--- config.mk ---
export PLATFORM = sky130hd
export DESIGN_NAME = toggle_event_player
export DESIGN_NICKNAME = d
export VERILOG_FILES = /design/src/rtl/tep_pkg.sv /design/src/rtl/tep_ring.sv /design/src/rtl/tep_tick.sv /design/src/rtl/tep_sched.sv /design/src/rtl/toggle_event_player.sv
export SDC_FILE = /design/constraint.sdc
export NUM_CORES = 1
export LEC_CHECK = 0
export BUFFER_PORTS_ARGS = -buffer_cell sky130_fd_sc_hd__buf_2
export CAP_MARGIN = 5
export CORE_ASPECT_RATIO = 0.75
export CORE_UTILIZATION = 54
export CTS_CLUSTER_SIZE = 30
export DETAILED_ROUTE_END_ITERATION = 16
export PLACE_DENSITY_LB_ADDON = 0.2
export SYNTH_ARGS = -nofsm -noshare
export SYNTH_HDL_FRONTEND = slang
export SYNTH_SLANG_ARGS = --single-unit
--- constraint.sdc ---
create_clock -name clk -period 7.1 [get_ports clk]
set_input_delay 1.42 -clock clk [delete_from_list [all_inputs] [get_ports clk]]
set_output_delay 1.42 -clock clk [all_outputs]
set_load 0.005 [all_outputs]
--- src/rtl/tep_pkg.sv ---
package tep_pkg;
  localparam int TEP_PINS  = 12;
  localparam int TEP_DLY_W = 8;

  // Event as kept in the ring: only the fields that matter to playback.
  typedef struct packed {
    logic [TEP_DLY_W-1:0] dly;
    logic [TEP_PINS-1:0]  mask;
  } tep_evt_t;

  localparam int TEP_EVT_W = TEP_DLY_W + TEP_PINS;
endpackage

--- src/rtl/tep_ring.sv ---
module tep_ring
  import tep_pkg::*;
#(
  parameter int DEPTH = 64
) (
  input  logic     clk,
  input  logic     rst_n,
  input  logic     push,
  input  tep_evt_t push_evt,
  input  logic     pop,
  output tep_evt_t head_evt,
  output logic     full,
  output logic     empty
);
  localparam int AW = $clog2(DEPTH);

  tep_evt_t       mem [DEPTH];
  logic [AW-1:0]  wr_ptr, wr_ptr_nxt;
  logic [AW-1:0]  rd_ptr, rd_ptr_nxt;
  logic           wr_go, rd_go;

  // Full leaves one slot unused so that equal pointers always mean empty.
  assign full  = (wr_ptr + AW'(1)) == rd_ptr;
  assign empty = wr_ptr == rd_ptr;
  assign wr_go = push && !full;
  assign rd_go = pop && !empty;
  assign head_evt = mem[rd_ptr];

  always_comb begin
    wr_ptr_nxt = wr_ptr;
    rd_ptr_nxt = rd_ptr;
    if (wr_go) wr_ptr_nxt = wr_ptr + AW'(1);   // wraps naturally
    if (rd_go) rd_ptr_nxt = rd_ptr + AW'(1);
  end

  always_ff @(posedge clk or negedge rst_n) begin
    if (!rst_n) begin
      wr_ptr <= '0;
      rd_ptr <= '0;
    end else begin
      wr_ptr <= wr_ptr_nxt;
      rd_ptr <= rd_ptr_nxt;
    end
  end

  // Storage is not reset; it is only read once it has been written.
  always_ff @(posedge clk) begin
    if (wr_go) mem[wr_ptr] <= push_evt;
  end

  assert_full_drops_write_R7: assert property (@(posedge clk) disable iff (!rst_n)
    full |=> (wr_ptr == $past(wr_ptr)));

  assert_empty_no_read_R9: assert property (@(posedge clk) disable iff (!rst_n)
    empty |=> (rd_ptr == $past(rd_ptr)));

  assert_read_step_R8: assert property (@(posedge clk) disable iff (!rst_n)
    1'b1 |=> (rd_ptr == $past(rd_ptr) || rd_ptr == $past(rd_ptr) + AW'(1)));
endmodule

--- src/rtl/tep_tick.sv ---
module tep_tick #(
  parameter int TICK_CLKS = 20
) (
  input  logic clk,
  input  logic rst_n,
  input  logic en,
  input  logic clr,
  output logic tick
);
  localparam int TW = $clog2(TICK_CLKS);

  logic [TW-1:0] cnt, cnt_nxt;

  assign tick = en && (cnt == TW'(TICK_CLKS - 1));

  always_comb begin
    cnt_nxt = cnt;
    if (clr)       cnt_nxt = '0;   // realign on every applied event
    else if (tick) cnt_nxt = '0;
    else if (en)   cnt_nxt = cnt + TW'(1);
  end

  always_ff @(posedge clk or negedge rst_n) begin
    if (!rst_n) cnt <= '0;
    else        cnt <= cnt_nxt;
  end

  assert_tick_spaced_R5: assert property (@(posedge clk) disable iff (!rst_n)
    tick |=> !tick);
endmodule

--- src/rtl/tep_sched.sv ---
module tep_sched
  import tep_pkg::*;
#(
  parameter int LEAD_CLKS = 2048
) (
  input  logic                clk,
  input  logic                rst_n,
  input  logic                tick,
  input  logic                ring_empty,
  input  tep_evt_t            head_evt,
  output logic                fire,
  output logic                pop,
  output logic                running,
  output logic [TEP_PINS-1:0] pins,
  output logic                underflow
);
  localparam int LW = $clog2(LEAD_CLKS);

  logic [LW-1:0]        lead_cnt, lead_cnt_nxt;
  logic [TEP_DLY_W-1:0] dly_cnt, dly_cnt_nxt;
  logic [TEP_PINS-1:0]  pins_nxt;
  logic                 running_nxt, underflow_nxt;

  // An event is due either at the end of the lead time or when the
  // delay counter is spent at a tick boundary.
  assign fire = running ? (tick && dly_cnt == '0)
                        : (lead_cnt == LW'(LEAD_CLKS - 1));
  assign pop  = fire && !ring_empty;

  always_comb begin
    lead_cnt_nxt  = lead_cnt;
    dly_cnt_nxt   = dly_cnt;
    pins_nxt      = pins;
    running_nxt   = running || fire;
    underflow_nxt = underflow || (fire && ring_empty);  // sticky
    if (!running) lead_cnt_nxt = lead_cnt + LW'(1);
    if (fire) begin
      if (ring_empty) begin
        dly_cnt_nxt = '0;                        // retry next tick
      end else begin
        pins_nxt    = pins ^ head_evt.mask;
        dly_cnt_nxt = head_evt.dly;
      end
    end else if (tick && dly_cnt != '0) begin
      dly_cnt_nxt = dly_cnt - TEP_DLY_W'(1);
    end
  end

  always_ff @(posedge clk or negedge rst_n) begin
    if (!rst_n) begin
      lead_cnt  <= '0;
      dly_cnt   <= '0;
      pins      <= '0;
      running   <= 1'b0;
      underflow <= 1'b0;
    end else begin
      lead_cnt  <= lead_cnt_nxt;
      dly_cnt   <= dly_cnt_nxt;
      pins      <= pins_nxt;
      running   <= running_nxt;
      underflow <= underflow_nxt;
    end
  end

  assert_quiet_before_start_R4: assert property (@(posedge clk) disable iff (!rst_n)
    !running |-> (pins == '0));

  assert_hold_on_empty_R9: assert property (@(posedge clk) disable iff (!rst_n)
    (fire && ring_empty) |=> $stable(pins));

  assert_underflow_sticky_R10: assert property (@(posedge clk) disable iff (!rst_n)
    underflow |=> underflow);

  assert_pins_only_on_pop_R2: assert property (@(posedge clk) disable iff (!rst_n)
    !pop |=> $stable(pins));
endmodule

--- src/rtl/toggle_event_player.sv ---
module toggle_event_player
  import tep_pkg::*;
#(
  parameter int RING_RECS = 64,
  parameter int TICK_CLKS = 20,
  parameter int LEAD_CLKS = 2048
) (
  input  logic                clk,
  input  logic                rst_n,
  input  logic                wr_en,
  input  logic [31:0]         wr_record,
  output logic                ring_full,
  output logic [TEP_PINS-1:0] tone_out,
  output logic                underflow
);
  tep_evt_t wr_evt, head_evt;
  logic     ring_empty, fire, pop, running, tick;
  logic     unused_rec_bits;

  // Record layout: [7:0] mask low, [11:8] mask high, [23:16] delay code.
  // Bits [15:12] and [31:24] are padding and are dropped here.
  assign wr_evt.mask     = wr_record[11:0];
  assign wr_evt.dly      = wr_record[23:16];
  assign unused_rec_bits = ^{wr_record[31:24], wr_record[15:12]};

  tep_ring #(.DEPTH(RING_RECS)) u_ring (
    .clk      (clk),
    .rst_n    (rst_n),
    .push     (wr_en),
    .push_evt (wr_evt),
    .pop      (pop),
    .head_evt (head_evt),
    .full     (ring_full),
    .empty    (ring_empty)
  );

  tep_tick #(.TICK_CLKS(TICK_CLKS)) u_tick (
    .clk   (clk),
    .rst_n (rst_n),
    .en    (running),
    .clr   (fire),
    .tick  (tick)
  );

  tep_sched #(.LEAD_CLKS(LEAD_CLKS)) u_sched (
    .clk        (clk),
    .rst_n      (rst_n),
    .tick       (tick),
    .ring_empty (ring_empty),
    .head_evt   (head_evt),
    .fire       (fire),
    .pop        (pop),
    .running    (running),
    .pins       (tone_out),
    .underflow  (underflow)
  );
endmodule

==> results by group <==
Timing
  • Worst-Margin Slew: between 1000 and 1500 ps
  • # setup viols final: 0
  • Max Clock Skew: between 20 and 25 ps
  • Tcrit/Tclk final: roughly 60%
  • Max-slew violation count: 0
  • WHS: roughly 480 ps
  • Tmin final: ~4400 ps
  • RSZ-0062 raised after global routing: false
  • Highest clock rate: 229 MHz
  • Slew HR: a little over a tenth
  • Hold Violations, Final: 0
  • Final setup TNS: 0 ps

Setup path
  • Worst setup path start: u_ring.rd_ptr[2]
  • Worst r2r dst: u_ring.mem[9][3]
  • Reg2Reg Setup Slack: about 2700 ps
  • Crit path max fanout: 37
  • Required @ worst endpoint: approximately 7400 ps
  • CP Capture Type: flop
  • CP startpoint kind: flop
  • Reg2reg path depth: 6
  • Crit path DAT: roughly 4700 ps
  • Worst R2R Start: u_ring.rd_ptr[2]
  • Critical path class: flop to flop

Synthesis
  • Post-Syn Nets: 2466
  • Syn Inst Count: 2426
  • Syn. warnings: 0
  • Area fraction of the dominant cell type after synthesis: approximately three quarters
  • Cell with the most instances after synthesis: edfxtp_1
  • Seq cells post-synth: about 1300
  • Top post-synthesis cells by area: edfxtp_1, mux4_2, mux2i_1
  • Sequential element share of the synthesized area: 77.2%
  • Commonest cells post-synth: edfxtp_1, mux4_2, mux2i_1, a21oi_1, nor2_1
  • Most used DFF post-synth: edfxtp_1
  • Count of different cell masters after synthesis: 65
  • Yosys top cell by area: edfxtp_1
  • Mapped Area: roughly 0.051 mm2
  • Average size of a mapped cell: 21.2 um2
  • Number of flops mapped to enable cells by yosys: approximately 1300
  • Asr flop ratio synth: 3.76%

Route
  • # DRC: 0
  • DRT Pass-1 Iters: 5
  • Routed Antenna Nets: 0
  • Final WL: approximately 120000 um
  • Via count: around 25000
  • DRT iter0 DRCs: roughly 3100
  • Vias per inst: 6.55
  • Wirelength per Cell: approximately 32 um

Die
  • Rows: 97
  • Die area: a little under 0.1 mm2
  • Core area: roughly 0.094 mm2
  • Ports: 49
  • Initial core utilization: approximately 55%
  • Die Y: ~270 um
  • Die width: 358 um

Placement
  • Buffers on Ports: 36
  • Routability congestion estimate: ~0.86
  • Dpl hpwl: roughly 68000 um

CTS
  • CTS clk-pin slew, worst paths: approximately 60 ps
  • CTS root buffer: clkbuf_16
  • CTS tree: done
  • H-tree Lvls: 3
  • TritonCTS buffer count: approximately 120
  • Hold Buf Count CTS: 0
  • Clock Path Buffers: 3
  • Worst-Skew Late Latency: ~730 ps
  • Clock Sinks: between 1000 and 1500
  • Post-CTS Setup Inserts: 0
  • Gates resized, CTS repair: 0

GRT
  • Number of global-route vias before repair: between 20000 and 25000
  • Pin count of the biggest net entering global routing: 95
  • First-pass GRT wire length: 175000 um
  • GRT Util Overall: about a quarter
  • GR Overflow Total: 0
  • Initial antenna violation count: 5

Cells and area
  • Area Overhead vs Synth: 11.2%
  • Share of cells above drive strength 1: about a quarter
  • Fin nets: 2563
  • Register area: between 0.03 and 0.04 mm2
  • N_diodes: 0
  • Number of fillers in the final layout: between 6000 and 7000
  • Multi-input logic area: between 0.01 and 0.015 mm2

Pwr
  • PwrDens: about 280 mW/mm2
  • Highest ir drop seen on vdd: between 0.0002 and 0.00025 V
  • Leak Pwr: between 15 and 20 nW

Worst hold path
  • Hold path depth: 1
  • Hold endpoint: u_sched.pins[5]
  • Hold wc startpoint: u_sched.pins[5]
  • Worst min path class: flop to flop

Run
  • Max-cap violation count: 0

Status
  • Status: finished clean
[cells in the final DEF, fill, tap and decap left out, types with 8 or more instances in the layout]
cell type / Yosys / final
nor2_4: 0 / 26
mux2i_1: 150 / 150
edfxtp_1: 1280 / 1280
dfrtp_1: 50 / 47
buf_2: 40 / 37
mux4_2: 268 / 268
clkbuf_16: 0 / 120
xnor2_1: 34 / 34
nand3_1: 15 / 14
a21oi_1: 86 / 86
o21ai_0: 8 / 8
clkbuf_1: 54 / 23
a32oi_1: 8 / 8
clkinv_1: 1 / 25
nor2_1: 83 / 18
nand2_1: 55 / 55
a22oi_1: 66 / 66
nand4_1: 10 / 10
buf_4: 21 / 76
bufinv_16: 0 / 13
xor2_1: 9 / 9
clkinv_2: 0 / 28
nand2b_1: 9 / 9
o221ai_1: 55 / 55
nor2_2: 0 / 39
[critical path, stage by stage (launching register included)]
cell	delay (ps)
dfrtp_4	870
nand2b_1	190
a21o_1	220
a31oi_1	220
o41a_1	530
nand4bb_1	830
nor2_4	1080
[through the flow]
step / setup slack, ps / std cells / power (mW) / area [um2] / util, %
6_report: 2740 / 3858 / 16.1 / 57200 / 61.0
5_1_grt: 2540 / 3858 / 16.5 / 57200 / 61.0
4_1_cts: 2270 / 3857 / 16.2 / 57200 / 61.0
3_5_place_dp: 2740 / 3638 / 9.87 / 53300 / 56.8
3_3_place_gp: 2860 / 3638 / 9.82 / 53300 / 56.8
2_1_floorplan: 3710 / 2426 / 9.45 / 51400 / -
[registers in the layout, indices dropped and copies added, names as in the netlist]
name and flops:
u_ring.mem 1280, u_ring.rd_ptr 6, u_ring.wr_ptr 6, u_sched.dly_cnt 8, u_sched.lead_cnt 11, u_sched.pins 12
u_sched.running 1, u_sched.underflow 1, u_tick.cnt 5
[report_power, final]
group | internal, mW | switching [mW]
clock network | 3.62 | 2.81
logic | 0.170 | 0.554
registers | 8.88 | 0.107
total | 12.7 | 3.47
[worst max path at each step]
stage / slack (ps) / to
final: 2740 / u_ring.mem[9][3]
after global routing: 2540 / u_sched.pins[0]
after CTS: 2270 / ring_full
after detailed placement: 2740 / u_ring.mem[9][6]
after global placement: 2860 / u_ring.mem[49][7]
after floorplan: 3710 / u_ring.mem[27][0]
[layer usage]
| metal | track usage, % | vias up | routed length, um |
|---|---|---|---|
| met3 | 5.56 | 185 | 12600 |
| met4 | 6.22 | 4 | 2690 |
| met1 | 40.2 | 13409 | 51900 |
| met2 | 36.6 | 1312 | 54400 |
| met5 | 0 | - | 27 |
| li1 | - | 10345 | - |
[cells by family after synthesis]
family	count (synthesis)	synth area share (%)
AND/OR/NAND/NOR	215	2.05
adder cells (fa/ha/maj)	5	0.122
flip-flops	1330	77.2
multiplexers	424	14.8
AO/OA/AOI/OAI	262	3.57
XOR/XNOR	43	0.732
buffers and inverters	147	1.57
[area by class of cell]
class | instances | area share [%]
clock buffers | 148 | 5.52
clock inverters | 71 | 1.23
inverters | 7 | 0.0459
multi-input cells | 949 | 19.7
flip-flops and latches | 1330 | 69.4
well taps | 1237 | 2.71
repair buffers | 116 | 1.43
Note: power is estimated with default switching activity, not from simulation.
